File: src/rtl/sysclk_pkg.sv
package sysclk_pkg;
   localparam int unsigned SRC_CODE_W = 3;
   localparam int unsigned SRC_COUNT  = 5;

   typedef enum logic [SRC_CODE_W-1:0] {
      SRC_INT_HS = 3'd0,
      SRC_EXT_HS = 3'd1,
      SRC_PLL_R  = 3'd2,
      SRC_INT_LS = 3'd3,
      SRC_EXT_LS = 3'd4
   } src_code_e;
endpackage

File: src/rtl/src_sel_reg.sv
// Select field: software writes, hardware overrides with priority.
module src_sel_reg #(
   parameter int unsigned SEL_W       = 3,
   parameter int unsigned NUM_SRC     = 5,
   parameter int unsigned DFLT_CODE   = 0,
   parameter int unsigned EXT_HS_CODE = 1
) (
   input  logic             clk,
   input  logic             rst_n,
   input  logic             wr_en,
   input  logic [SEL_W-1:0] wr_code,
   input  logic             hs_fail,
   input  logic             wake,
   output logic [SEL_W-1:0] sel_q
);
   localparam logic [SEL_W-1:0] DFLT = SEL_W'(DFLT_CODE);
   localparam logic [SEL_W-1:0] EXTH = SEL_W'(EXT_HS_CODE);

   logic code_ok;
   logic hw_force;
   logic [SEL_W-1:0] sel_d;

   assign code_ok  = (int'(wr_code) < int'(NUM_SRC));
   assign hw_force = wake | (hs_fail & (sel_q == EXTH));

   always_comb begin
      sel_d = sel_q;
      if (hw_force)
         sel_d = DFLT;
      else if (wr_en && code_ok)
         sel_d = wr_code;
   end

   always_ff @(posedge clk or negedge rst_n) begin
      if (!rst_n) sel_q <= DFLT;
      else        sel_q <= sel_d;
   end
endmodule

File: src/rtl/src_switch_track.sv
// Status field: follows the select field once the target source is ready.
module src_switch_track #(
   parameter int unsigned SEL_W     = 3,
   parameter int unsigned NUM_SRC   = 5,
   parameter int unsigned DFLT_CODE = 0
) (
   input  logic               clk,
   input  logic               rst_n,
   input  logic [SEL_W-1:0]   sel_i,
   input  logic [NUM_SRC-1:0] ready_i,
   output logic [SEL_W-1:0]   stat_q
);
   logic tgt_rdy;

   always_comb begin
      tgt_rdy = 1'b0;
      for (int i = 0; i < int'(NUM_SRC); i++)
         if (sel_i == SEL_W'(i)) tgt_rdy = ready_i[i];
   end

   always_ff @(posedge clk or negedge rst_n) begin
      if (!rst_n)
         stat_q <= SEL_W'(DFLT_CODE);
      else if ((stat_q != sel_i) && tgt_rdy)
         stat_q <= sel_i;
   end
endmodule

File: src/rtl/src_onehot_drv.sv
// One-hot mux enables decoded from the status field.
module src_onehot_drv #(
   parameter int unsigned SEL_W     = 3,
   parameter int unsigned NUM_SRC   = 5,
   parameter int unsigned DFLT_CODE = 0,
   parameter bit          REG_OUT   = 1'b1
) (
   input  logic               clk,
   input  logic               rst_n,
   input  logic [SEL_W-1:0]   stat_i,
   output logic [NUM_SRC-1:0] en_o
);
   logic [NUM_SRC-1:0] en_d;

   for (genvar i = 0; i < int'(NUM_SRC); i++) begin : g_dec
      assign en_d[i] = (stat_i == SEL_W'(i));
   end

   if (REG_OUT) begin : g_reg
      logic [NUM_SRC-1:0] en_q;
      always_ff @(posedge clk or negedge rst_n) begin
         if (!rst_n) en_q <= NUM_SRC'(1) << DFLT_CODE;
         else        en_q <= en_d;
      end
      assign en_o = en_q;
   end else begin : g_comb
      assign en_o = en_d;
   end
endmodule

File: src/rtl/sysclk_src_ctrl.sv
module sysclk_src_ctrl #(
   parameter int unsigned SEL_W       = sysclk_pkg::SRC_CODE_W,
   parameter int unsigned NUM_SRC     = sysclk_pkg::SRC_COUNT,
   parameter int unsigned DFLT_CODE   = int'(sysclk_pkg::SRC_INT_HS),
   parameter int unsigned EXT_HS_CODE = int'(sysclk_pkg::SRC_EXT_HS),
   parameter bit          MUX_REG     = 1'b1
) (
   input  logic               clk,
   input  logic               rst_n,
   input  logic               sel_wr_en,
   input  logic [SEL_W-1:0]   sel_wr_code,
   input  logic [NUM_SRC-1:0] src_ready,
   input  logic               ext_hs_fail,
   input  logic               wake_evt,
   output logic [SEL_W-1:0]   sel_o,
   output logic [SEL_W-1:0]   stat_o,
   output logic [NUM_SRC-1:0] mux_en_o
);
   if (NUM_SRC > (1 << SEL_W)) begin : g_bad_width
      $error("sysclk_src_ctrl: NUM_SRC does not fit in SEL_W bits");
   end
   if (DFLT_CODE >= NUM_SRC) begin : g_bad_dflt
      $error("sysclk_src_ctrl: DFLT_CODE out of range");
   end
   if (EXT_HS_CODE >= NUM_SRC) begin : g_bad_ext
      $error("sysclk_src_ctrl: EXT_HS_CODE out of range");
   end

   logic [SEL_W-1:0] sel_w;
   logic [SEL_W-1:0] stat_w;

   src_sel_reg #(
      .SEL_W(SEL_W), .NUM_SRC(NUM_SRC),
      .DFLT_CODE(DFLT_CODE), .EXT_HS_CODE(EXT_HS_CODE)
   ) u_sel (
      .clk(clk), .rst_n(rst_n), .wr_en(sel_wr_en), .wr_code(sel_wr_code),
      .hs_fail(ext_hs_fail), .wake(wake_evt), .sel_q(sel_w)
   );

   src_switch_track #(
      .SEL_W(SEL_W), .NUM_SRC(NUM_SRC), .DFLT_CODE(DFLT_CODE)
   ) u_track (
      .clk(clk), .rst_n(rst_n), .sel_i(sel_w), .ready_i(src_ready),
      .stat_q(stat_w)
   );

   src_onehot_drv #(
      .SEL_W(SEL_W), .NUM_SRC(NUM_SRC), .DFLT_CODE(DFLT_CODE), .REG_OUT(MUX_REG)
   ) u_drv (
      .clk(clk), .rst_n(rst_n), .stat_i(stat_w), .en_o(mux_en_o)
   );

   assign sel_o  = sel_w;
   assign stat_o = stat_w;
endmodule

File: config.mk
export PLATFORM = sky130hd
export DESIGN_NAME = sysclk_src_ctrl
export DESIGN_NICKNAME = d
export VERILOG_FILES = /design/src/rtl/sysclk_pkg.sv /design/src/rtl/src_sel_reg.sv /design/src/rtl/src_switch_track.sv /design/src/rtl/src_onehot_drv.sv /design/src/rtl/sysclk_src_ctrl.sv
export SDC_FILE = /design/constraint.sdc
export NUM_CORES = 1
export LEC_CHECK = 0
export CELL_PAD_IN_SITES_DETAIL_PLACEMENT = 1
export CELL_PAD_IN_SITES_GLOBAL_PLACEMENT = 1
export CORE_ASPECT_RATIO = 1.1
export CORE_MARGIN = 2
export CORE_UTILIZATION = 28
export CTS_CLUSTER_DIAMETER = 150
export DETAILED_ROUTE_END_ITERATION = 8
export MAX_ROUTING_LAYER = met4
export PLACE_DENSITY_LB_ADDON = 0.1
export SLEW_MARGIN = 20
export SYNTH_ARGS = -nofsm -noshare
export SYNTH_HDL_FRONTEND = slang
export SYNTH_SLANG_ARGS = --single-unit
File: constraint.sdc
create_clock -name clk -period 1.5 [get_ports clk]
set_clock_uncertainty 0.1 [all_clocks]
set_input_delay 0.3 -clock clk [delete_from_list [all_inputs] [get_ports clk]]
set_output_delay 0.3 -clock clk [all_outputs]
set_load 0.01 [all_outputs]
# After elaboration in Yosys (flattened, before gate mapping)
# Cells that the tools add are included.
word_totals:
  regBits: 11
  input_bits: 13
  output_inout_bits: 11
  wordCells: 27
op_classes:
  n_lt_le_gt_ge: 1
  n_eq_ne: 9
  muxes: 7
  bitwise: 2
  n_reduce_logical: 5
op_table:
  columns: ["cell", "n"]
  rows:
  - ["$eq 3x2->1 const B", 4]
  - ["$eq 3x1->1 const B", 2]
  - ["$eq 3x3->1 const B", 2]
  - ["$logic_not 3->1", 2]
  - ["$mux 3", 2]
  - ["$mux 1", 5]
  - ["$lt 3x3->1 const B", 1]
  - ["$ne 3x3->1", 1]
  - ["$logic_and 1x1->1", 2]
  - ["$reduce_bool 2->1", 1]
  - ["$and 1x1->1", 1]
  - ["$or 1x1->1", 1]

# Logic depth before layout (Yosys ltp)
# Gate-level depths: netlist of the first run.
depth:
  ltp_word: 7
  depth_mapped: 5
  ltp_nobuf: 4

# By module
# Synthesis of the first run repeated with hierarchy kept, for this count alone.
hier_totals:
  cells_unflattened: 45
  hier_area_um2: 536.8
by_module_without_submodules:
  columns: ["module", "instances", "cells_per_inst", "area_per_inst_um2", "seq_area_each_um2"]
  rows:
  - ["src_switch_track", 1, 18, 209.0, 75.1]
  - ["src_onehot_drv", 1, 10, 163.9, 126.4]
  - ["src_sel_reg", 1, 17, 163.9, 75.1]

# Worst setup path after synthesis of the first run
# Ideal clock, no wire load.
synth_path:
  path_kind: "register to register"
  startpoint: "register u_sel.sel_q[2]"
  endpoint: "register u_track.stat_q[0]"
  setup_time_ns: 0.121
  arrival_ns: 1.211
  required_time_ns: 1.279
  path_slack_ns: 0.068
  stages_incl_launch_ff: 5
  path_buffers: 1
  period_less_slack_ns: 1.432
  cell_sequence: "dfrtp_1 buf_4 mux2i_1 a211o_1 a22o_1"
synth_between:
  elab_chain_cells: 7
  elab_cells_between_ends: 12
  classes_between: "eq/ne: 5; mux: 5; reduce/logical: 2"
synth_lines:
  columns: ["item", "line_no", "text"]
  rows:
  - ["start: declaration", "src_sel_reg.sv:14", "output logic [SEL_W-1:0] sel_q"]
  - ["start signal: assignment", "src_sel_reg.sv:36", "else sel_q <= sel_d;"]
  - ["$logic_not 3->1", "src_switch_track.sv:18", "if (sel_i == SEL_W'(i)) tgt_rdy = ready_i[i];"]
  - ["$mux 1 (5 in series)", "src_switch_track.sv:18", null]
  - ["$logic_and 1x1->1 *", "src_switch_track.sv:24", "else if ((stat_q != sel_i) && tgt_rdy)"]
  - ["end signal: assignment", "src_switch_track.sv:23", "stat_q <= SEL_W'(DFLT_CODE);"]
  - ["end signal: assignment", "src_switch_track.sv:25", "stat_q <= sel_i;"]
  - ["end: declaration", "src_switch_track.sv:11", "output logic [SEL_W-1:0] stat_q"]
# Mark *: on every way between the ends. The rest lies on a longest branch, timed or not.
# A chain may end at the register's enable or synchronous reset.

# Final worst setup path of the first run
layout_path:
  startpoint: "register u_sel.sel_q[1]"
  endpoint: "register u_track.stat_q[2]"
# The elaborated chain is that of the path after synthesis.

==> results of run 1 <==
==> cells in the mapped netlist <==
library cell	count
sky130_fd_sc_hd__and3b_1	1
sky130_fd_sc_hd__o21ai_0	2
sky130_fd_sc_hd__nor2_1	1
sky130_fd_sc_hd__a31o_1	1
sky130_fd_sc_hd__inv_1	2
sky130_fd_sc_hd__mux2i_1	3
sky130_fd_sc_hd__a22o_1	1
sky130_fd_sc_hd__a31o_2	1
sky130_fd_sc_hd__xor2_1	1
sky130_fd_sc_hd__o32ai_1	1
sky130_fd_sc_hd__xnor2_1	1
sky130_fd_sc_hd__nor3_1	2
sky130_fd_sc_hd__buf_4	1
sky130_fd_sc_hd__dfrtp_1	10
sky130_fd_sc_hd__nor2b_1	2
sky130_fd_sc_hd__nand2_1	8
sky130_fd_sc_hd__mux2_2	1
sky130_fd_sc_hd__nand3_1	1
sky130_fd_sc_hd__dfstp_2	1
sky130_fd_sc_hd__nor3b_1	3
sky130_fd_sc_hd__a21oi_1	4
sky130_fd_sc_hd__a211o_1	1
==> critical path: stages (launching register included) <==
cell and delay, ps:
sky130_fd_sc_hd__dfrtp_1 400, sky130_fd_sc_hd__buf_6 140, sky130_fd_sc_hd__buf_4 130, sky130_fd_sc_hd__mux2_4 300, sky130_fd_sc_hd__nand2_2 80, sky130_fd_sc_hd__nand2_2 50
sky130_fd_sc_hd__mux2i_2 160
==> sequential cells by signal, summed over array words and instances, names as in the netlist <==
name,count
u_drv.en_o,5
u_track.stat_q,3
u_sel.sel_q,3
==> per-layer routing <==
| layer | vias up | part of all wire (%) | wire length [µm] | track usage, % |
|---|---|---|---|---|
| li1 | 241 | - | - | - |
| met1 | 238 | 47 | 614 | 16.2 |
| met2 | 20 | 47 | 611 | 21.7 |
| met3 | 0 | 5.4 | 70 | 3.33 |
| met4 | 0 | 0 | 0 | 7.35 |
| met5 | - | 0 | 0 | - |
==> worst paths after layout <==
path	startpoint	endpoint	slack, ps	cells after the start
setup / recovery	u_sel.sel_q[1]$_DFFE_PN0P_	u_track.stat_q[2]$_DFFE_PN0P_	50	6
hold / removal	rst_n	u_track.stat_q[2]$_DFFE_PN0P_	260	1
setup reg to reg	u_sel.sel_q[1]$_DFFE_PN0P_	u_track.stat_q[2]$_DFFE_PN0P_	50	6
hold reg to reg	u_track.stat_q[0]$_DFFE_PN0P_	u_drv.en_o[0]$_DFF_PN1_	450	2
max in group asynchronous	rst_n	u_sel.sel_q[2]$_DFFE_PN0P_	700	1
min in group clk	u_track.stat_q[0]$_DFFE_PN0P_	u_drv.en_o[0]$_DFF_PN1_	450	2
==> final cells by class <==
cell class              instances  share of cell area (%)
inverters                       2                   0.882
well taps                      18                    2.65
clock buffers                   4                    3.09
repair buffers                 31                    32.8
multi-input cells              35                    27.9
flip-flops and latches         11                    32.6
==> repair_timing <==
item	CTS	global route
setup buffers	1	2
hold buffers	0	0
endpoints found under the setup margin	11	3
gates resized for setup	12	7
endpoints found under the hold margin	0	0
==> power by group <==
part,total [µW],switching [µW],internal [µW]
registers,339,11.1,328
clock network,189,86.1,103
logic,198,88.9,109
==> per-stage QoR <==
step	hold slack [ps]	worst slack, ps	area, µm²
6_report	261	48.2	851
2_1_floorplan	-95.6	68.1	517
4_1_cts	275	2.76	828
3_3_place_gp	438	-115	807
5_1_grt	293	-3.89	851
3_5_place_dp	445	-141	807
==> cells by family after synthesis <==
group	Yosys count
xor+xnor	2
compound gates	11
buf+inv	3
flops	11
mux	4
simple gates	18
==> impl_results.rst, run 1 <==
.. list-table::
   :header-rows: 1

   * - Metric
     - Value
   * - Result of the run
     - complete, no violations
   * - DRC errors left
     - 0
   * - Period minus WS final
     - 1450 ps
   * - Final hold violation count
     - 0
   * - CTS Buf Count
     - 3
   * - Most used cells in the layout excluding fill and tap cells
     - sky130_fd_sc_hd__clkdlybuf4s50_1 (12), sky130_fd_sc_hd__dlygate4sd2_1 (10), sky130_fd_sc_hd__dfrtp_1 (9)
   * - Worst vdd ir
     - 0.000293 V
   * - Post-Route Utilization
     - 48.3%
   * - Die area
     - around 2200 µm²
   * - Die outline width
     - 45.0 µm
   * - Post-synthesis cell count
     - 49
   * - Clock transition at the registers of the reported paths
     - around 60 ps
   * - Share of the synthesized area in compound gates (AO/OA/AOI/OAI)
     - roughly 14%
   * - Drt total wl
     - 1.30 mm
   * - Share of synthesized area spent on multiplexers
     - 7.99%
   * - Area contributors post-synth
     - sky130_fd_sc_hd__dfrtp_1 (48%), sky130_fd_sc_hd__mux2i_1 (5.8%), sky130_fd_sc_hd__nand2_1 (5.8%), sky130_fd_sc_hd__dfstp_2 (5.1%), sky130_fd_sc_hd__nor3b_1 (4.4%)
   * - Required time at the endpoint of the critical path
     - around 1600 ps
   * - Final total negative setup slack
     - 0 ps
   * - Post-synthesis sequential area ratio
     - 53.5%
   * - Synth top area share
     - 48.4%
   * - Die Y-Extent
     - 49.1 µm
   * - Number of buffers inserted by port buffering
     - 23
   * - Net total in the final layout
     - 97
   * - Mapped Avg Cell Area
     - 10.5 µm²
   * - Worst hold path class
     - in2async
   * - Effective utilization at floorplan
     - 29.3%
   * - Kind of end point of the critical path
     - flip-flop
   * - Floorplan row count
     - 16
   * - Antenna violations before repair
     - 0
   * - Nets in the synthesized netlist
     - 62
   * - MaxCap Viol Count
     - 0
   * - Pin count of the biggest net entering global routing
     - 12
   * - Diode insertion count for antenna repair
     - 0
   * - Non-filler cells, final
     - 101
   * - Number of search-and-repair iterations in the first detailed-routing pass
     - 2
   * - Combined area of all synthesized cells
     - 517 µm²
   * - Placed instance count
     - 95
   * - Clock latency of the later-clocked register in the worst-skew pair
     - 260 ps
   * - Xor-xnor portion of the synthesized cell area
     - 3.39%
   * - Top-Level Pins
     - 24
   * - HPWL after detailed placement
     - 1.01 mm
   * - Reg area
     - 278 µm²
   * - Antenna viol nets, final
     - 0
   * - Via count of the first global-routing pass
     - 494
   * - Final period utilization
     - 96.8%
   * - PnR Total Power
     - 725 µW
   * - Power per cell area
     - 852 nW/µm²
   * - Final setup violation count
     - 0
   * - Core Box Area
     - 1760 µm²
   * - Detailed Route Iter0 Violations
     - 3
   * - Critical path class
     - reg2reg
   * - Remaining global-route overflow
     - 0
   * - Signal arrival time at the worst endpoint
     - 1520 ps
   * - Leading cell type in the layout, fill and taps excluded
     - sky130_fd_sc_hd__clkdlybuf4s50_1
   * - Aggregate global-route resource usage
     - 14.0%
   * - Master cell of the clock root buffer
     - sky130_fd_sc_hd__clkbuf_4
   * - Routed wire per std cell
     - approximately 13 µm
   * - CTS tree
     - built
   * - Maximum buffer depth of the clock tree
     - 2
   * - Average via count per standard cell
     - 4.94
   * - Number of max-slew violations in the final report
     - 0
   * - Share of synthesized cell area in and, or, nand and nor gates
     - ~18%
   * - Setup crit start kind
     - flip-flop
   * - Growth of design area from synthesis to finish
     - 64.6%
   * - TritonCTS Sinks
     - 11
   * - Synthesis-stage register bit count
     - 11
   * - Share of post-route cells with drive strength above 1
     - 24.1%
   * - Number of fillers in the final layout
     - 214
   * - Max Freq
     - 0.689 GHz
   * - Largest family of logic cells by synthesized area
     - simple AND/OR/NAND/NOR gates
   * - Max Fanout on Critical Path
     - 4
   * - Vias
     - roughly 500
   * - Leak Pwr
     - 0.000419 µW
   * - Total of warnings raised by yosys
     - 0
   * - Post-synth top area cell
     - sky130_fd_sc_hd__dfrtp_1
   * - First-pass GRT wire length
     - approximately 2.2 mm
   * - GP Congestion
     - 0.733
   * - Multi-input gate area
     - 238 µm²
   * - Worst relative slew slack
     - 68.9%
   * - Number of H-tree branching levels
     - 1
   * - Distinct cells, synth
     - 22
   * - Adder and majority gate portion of the synthesized area
     - 0%
   * - Slew of the pin with the lowest slew margin
     - 465 ps
No activity file was read; power rests on OpenSTA's default activity.
==> run 2, diff against run 1 <==
--- a/config.mk
+++ b/config.mk
@@ -5,14 +5,15 @@
 export SDC_FILE = /design/constraint.sdc
 export NUM_CORES = 1
 export LEC_CHECK = 0
+export CAP_MARGIN = 0
 export CELL_PAD_IN_SITES_DETAIL_PLACEMENT = 1
 export CELL_PAD_IN_SITES_GLOBAL_PLACEMENT = 1
 export CORE_ASPECT_RATIO = 1.1
 export CORE_MARGIN = 2
 export CORE_UTILIZATION = 28
 export CTS_CLUSTER_DIAMETER = 150
+export CTS_CLUSTER_SIZE = 8
 export DETAILED_ROUTE_END_ITERATION = 8
-export MAX_ROUTING_LAYER = met4
 export PLACE_DENSITY_LB_ADDON = 0.1
 export SLEW_MARGIN = 20
 export SYNTH_ARGS = -nofsm -noshare
==> run 2 against run 1 <==
  * Worst setup slack better by 0.55 ps
  * Non-clock buffer count did not move
  * Sequential cell count unchanged
  * Global-route usage is 0.36 points lower
  * Largest power group unchanged
  * Highest routed layer unchanged
==> impl_results.rst, run 2 (synthesis results as in run 1) <==
.. list-table::
   :header-rows: 1

   * - Metric
     - Value
   * - Final period utilization
     - just under 100%
   * - HPWL after detailed placement
     - 1.01 mm
   * - Fraction of power consumed by sequential logic
     - 46.7%
   * - Number of buffers inserted by port buffering
     - 23
   * - TritonCTS Sinks
     - 11
   * - Master cell of the clock root buffer
     - sky130_fd_sc_hd__clkbuf_4
   * - MaxCap Viol Count
     - 0
   * - Share of post-route cells with drive strength above 1
     - around a quarter
   * - Setup crit start kind
     - flip-flop
   * - Critical path class
     - reg2reg
   * - Effective utilization at floorplan
     - 29.3%
   * - Floorplan row count
     - 16
   * - Kind of end point of the critical path
     - flip-flop
   * - Number of max-slew violations in the final report
     - 0
   * - Top-Level Pins
     - 24
   * - GP Congestion
     - 0.724
   * - Die area
     - 2210 µm²
   * - Worst hold path class
     - in2async
   * - Drt total wl
     - between 1 and 1.5 mm
   * - Remaining global-route overflow
     - 0
   * - Switching share of power
     - between 20 and 30%
   * - Core Box Area
     - 1760 µm²
   * - Die Y-Extent
     - 49.1 µm
   * - Clock latency of the later-clocked register in the worst-skew pair
     - ~260 ps
   * - Period minus WS final
     - roughly 1500 ps
   * - Growth of design area from synthesis to finish
     - 64.6%
   * - Power per cell area
     - 852 nW/µm²
   * - Smallest setup slack after layout
     - 48.7 ps
   * - Number of H-tree branching levels
     - 1
   * - Maximum buffer depth of the clock tree
     - 2
   * - Slew of the pin with the lowest slew margin
     - ~470 ps
   * - Die outline width
     - 45.0 µm
   * - Most used cells in the layout excluding fill and tap cells
     - sky130_fd_sc_hd__clkdlybuf4s50_1 (12), sky130_fd_sc_hd__dlygate4sd2_1 (10), sky130_fd_sc_hd__dfrtp_1 (9)
   * - Antenna viol nets, final
     - 0
   * - Post-Route Utilization
     - 48.3%
   * - Required time at the endpoint of the critical path
     - 1570 ps
   * - Leak Pwr
     - approximately 0.00042 µW
   * - CTS Buf Count
     - 3
   * - DP Worst Slack
     - -141 ps
   * - Vias
     - 499
   * - Clock Power Share
     - 26.0%
   * - Placed instance count
     - 95
   * - Reg2Reg Setup Slack
     - ~50 ps
   * - Number of search-and-repair iterations in the first detailed-routing pass
     - 2
   * - DRC errors left
     - 0
   * - Average via count per standard cell
     - 4.94
   * - Detailed Route Iter0 Violations
     - 3
   * - Final setup violation count
     - 0
   * - Signal arrival time at the worst endpoint
     - 1520 ps
   * - Clock transition at the registers of the reported paths
     - 60 ps
   * - # hold bufs at CTS
     - 0
   * - Non-filler cells, final
     - just over 100
   * - Result of the run
     - complete, no violations
   * - Flip-flop count of the largest register after layout
     - 5
   * - Net total in the final layout
     - between 90 and 100
   * - Leading cell type in the layout, fill and taps excluded
     - sky130_fd_sc_hd__clkdlybuf4s50_1
   * - Max Fanout on Critical Path
     - 4
   * - Cell internal power dissipation
     - 539 µW
   * - Switching power
     - 186 µW
   * - Via count of the first global-routing pass
     - 493
   * - Final hold violation count
     - 0
   * - Pin count of the biggest net entering global routing
     - 12
   * - Antenna violations before repair
     - 0
   * - Worst Hold Margin
     - 262 ps
   * - Number of fillers in the final layout
     - 214
   * - Max Freq
     - between 0.6 and 0.7 GHz
   * - Fraction of power consumed by combinational cells
     - 27.3%
   * - Aggregate global-route resource usage
     - between 10% and 20%
   * - Worst relative slew slack
     - 68.8%
   * - Diode insertion count for antenna repair
     - 0
   * - PnR Total Power
     - between 700 and 800 µW
   * - CTS tree
     - built
   * - Routed wire per std cell
     - 12.8 µm
   * - First-pass GRT wire length
     - 2.15 mm
   * - Worst vdd ir
     - 0.000292 V
[run 2: layout make-up]
type	instances	area, µm²	area share, %
tap	18	22.5	2.65
clock buffer	4	26.3	3.09
timing repair buffer	31	279	32.8
multi-input combinational	35	238	27.9
inverter	2	7.51	0.882
sequential	11	278	32.6
[run 2: repair_timing]
action / 4_1_cts / 5_1_grt
gates cloned: 0 / 0
resized for setup: 12 / 7
endpoints found under the setup margin: 11 / 3
buffers inserted: 1 / 2
[run 2: path summary, 6_finish.rpt]
path	start	to	depth (start not counted)
setup / recovery	u_sel.sel_q[1]$_DFFE_PN0P_	u_track.stat_q[2]$_DFFE_PN0P_	6
hold / removal	rst_n	u_track.stat_q[2]$_DFFE_PN0P_	1
setup reg to reg	u_sel.sel_q[1]$_DFFE_PN0P_	u_track.stat_q[2]$_DFFE_PN0P_	6
hold reg to reg	u_track.stat_q[0]$_DFFE_PN0P_	u_drv.en_o[0]$_DFF_PN1_	2
max in group asynchronous	rst_n	u_sel.sel_q[2]$_DFFE_PN0P_	1
min in group clk	u_track.stat_q[0]$_DFFE_PN0P_	u_drv.en_o[0]$_DFF_PN1_	2
[run 2: metal layers]
| metal | global-route usage [%] | up-vias | routed length, µm |
|---|---|---|---|
| li1 | - | 241 | - |
| met1 | 16.2 | 238 | 612 |
| met2 | 21.7 | 20 | 612 |
| met3 | 3.33 | 0 | 70 |
| met4 | 7.35 | 0 | 0 |
| met5 | 0 | - | 0 |
[run 2: worst max-delay path, cell delays in order, from the launching register on]
cell and delay, ps:
sky130_fd_sc_hd__dfrtp_1 400, sky130_fd_sc_hd__buf_6 130, sky130_fd_sc_hd__buf_4 130, sky130_fd_sc_hd__mux2_4 300, sky130_fd_sc_hd__nand2_2 80, sky130_fd_sc_hd__nand2_2 50, sky130_fd_sc_hd__mux2i_2 160
[run 2: power by group through the flow]
stage	Combinational, µW	Sequential (µW)	Clock (µW)
6_report	198	339	189
2_1_floorplan	54.1	369	0
3_5_place_dp	203	347	0
4_1_cts	190	339	200
3_3_place_gp	201	347	0
5_1_grt	215	342	223
[run 2: through the flow]
stage | TNS, ps | cell area (µm²)
detailed placement | -335 | 807
CTS | 0 | 828
floorplan | 0 | 517
global placement | -260 | 807
global route | -3.78 | 851
finish | 0 | 851
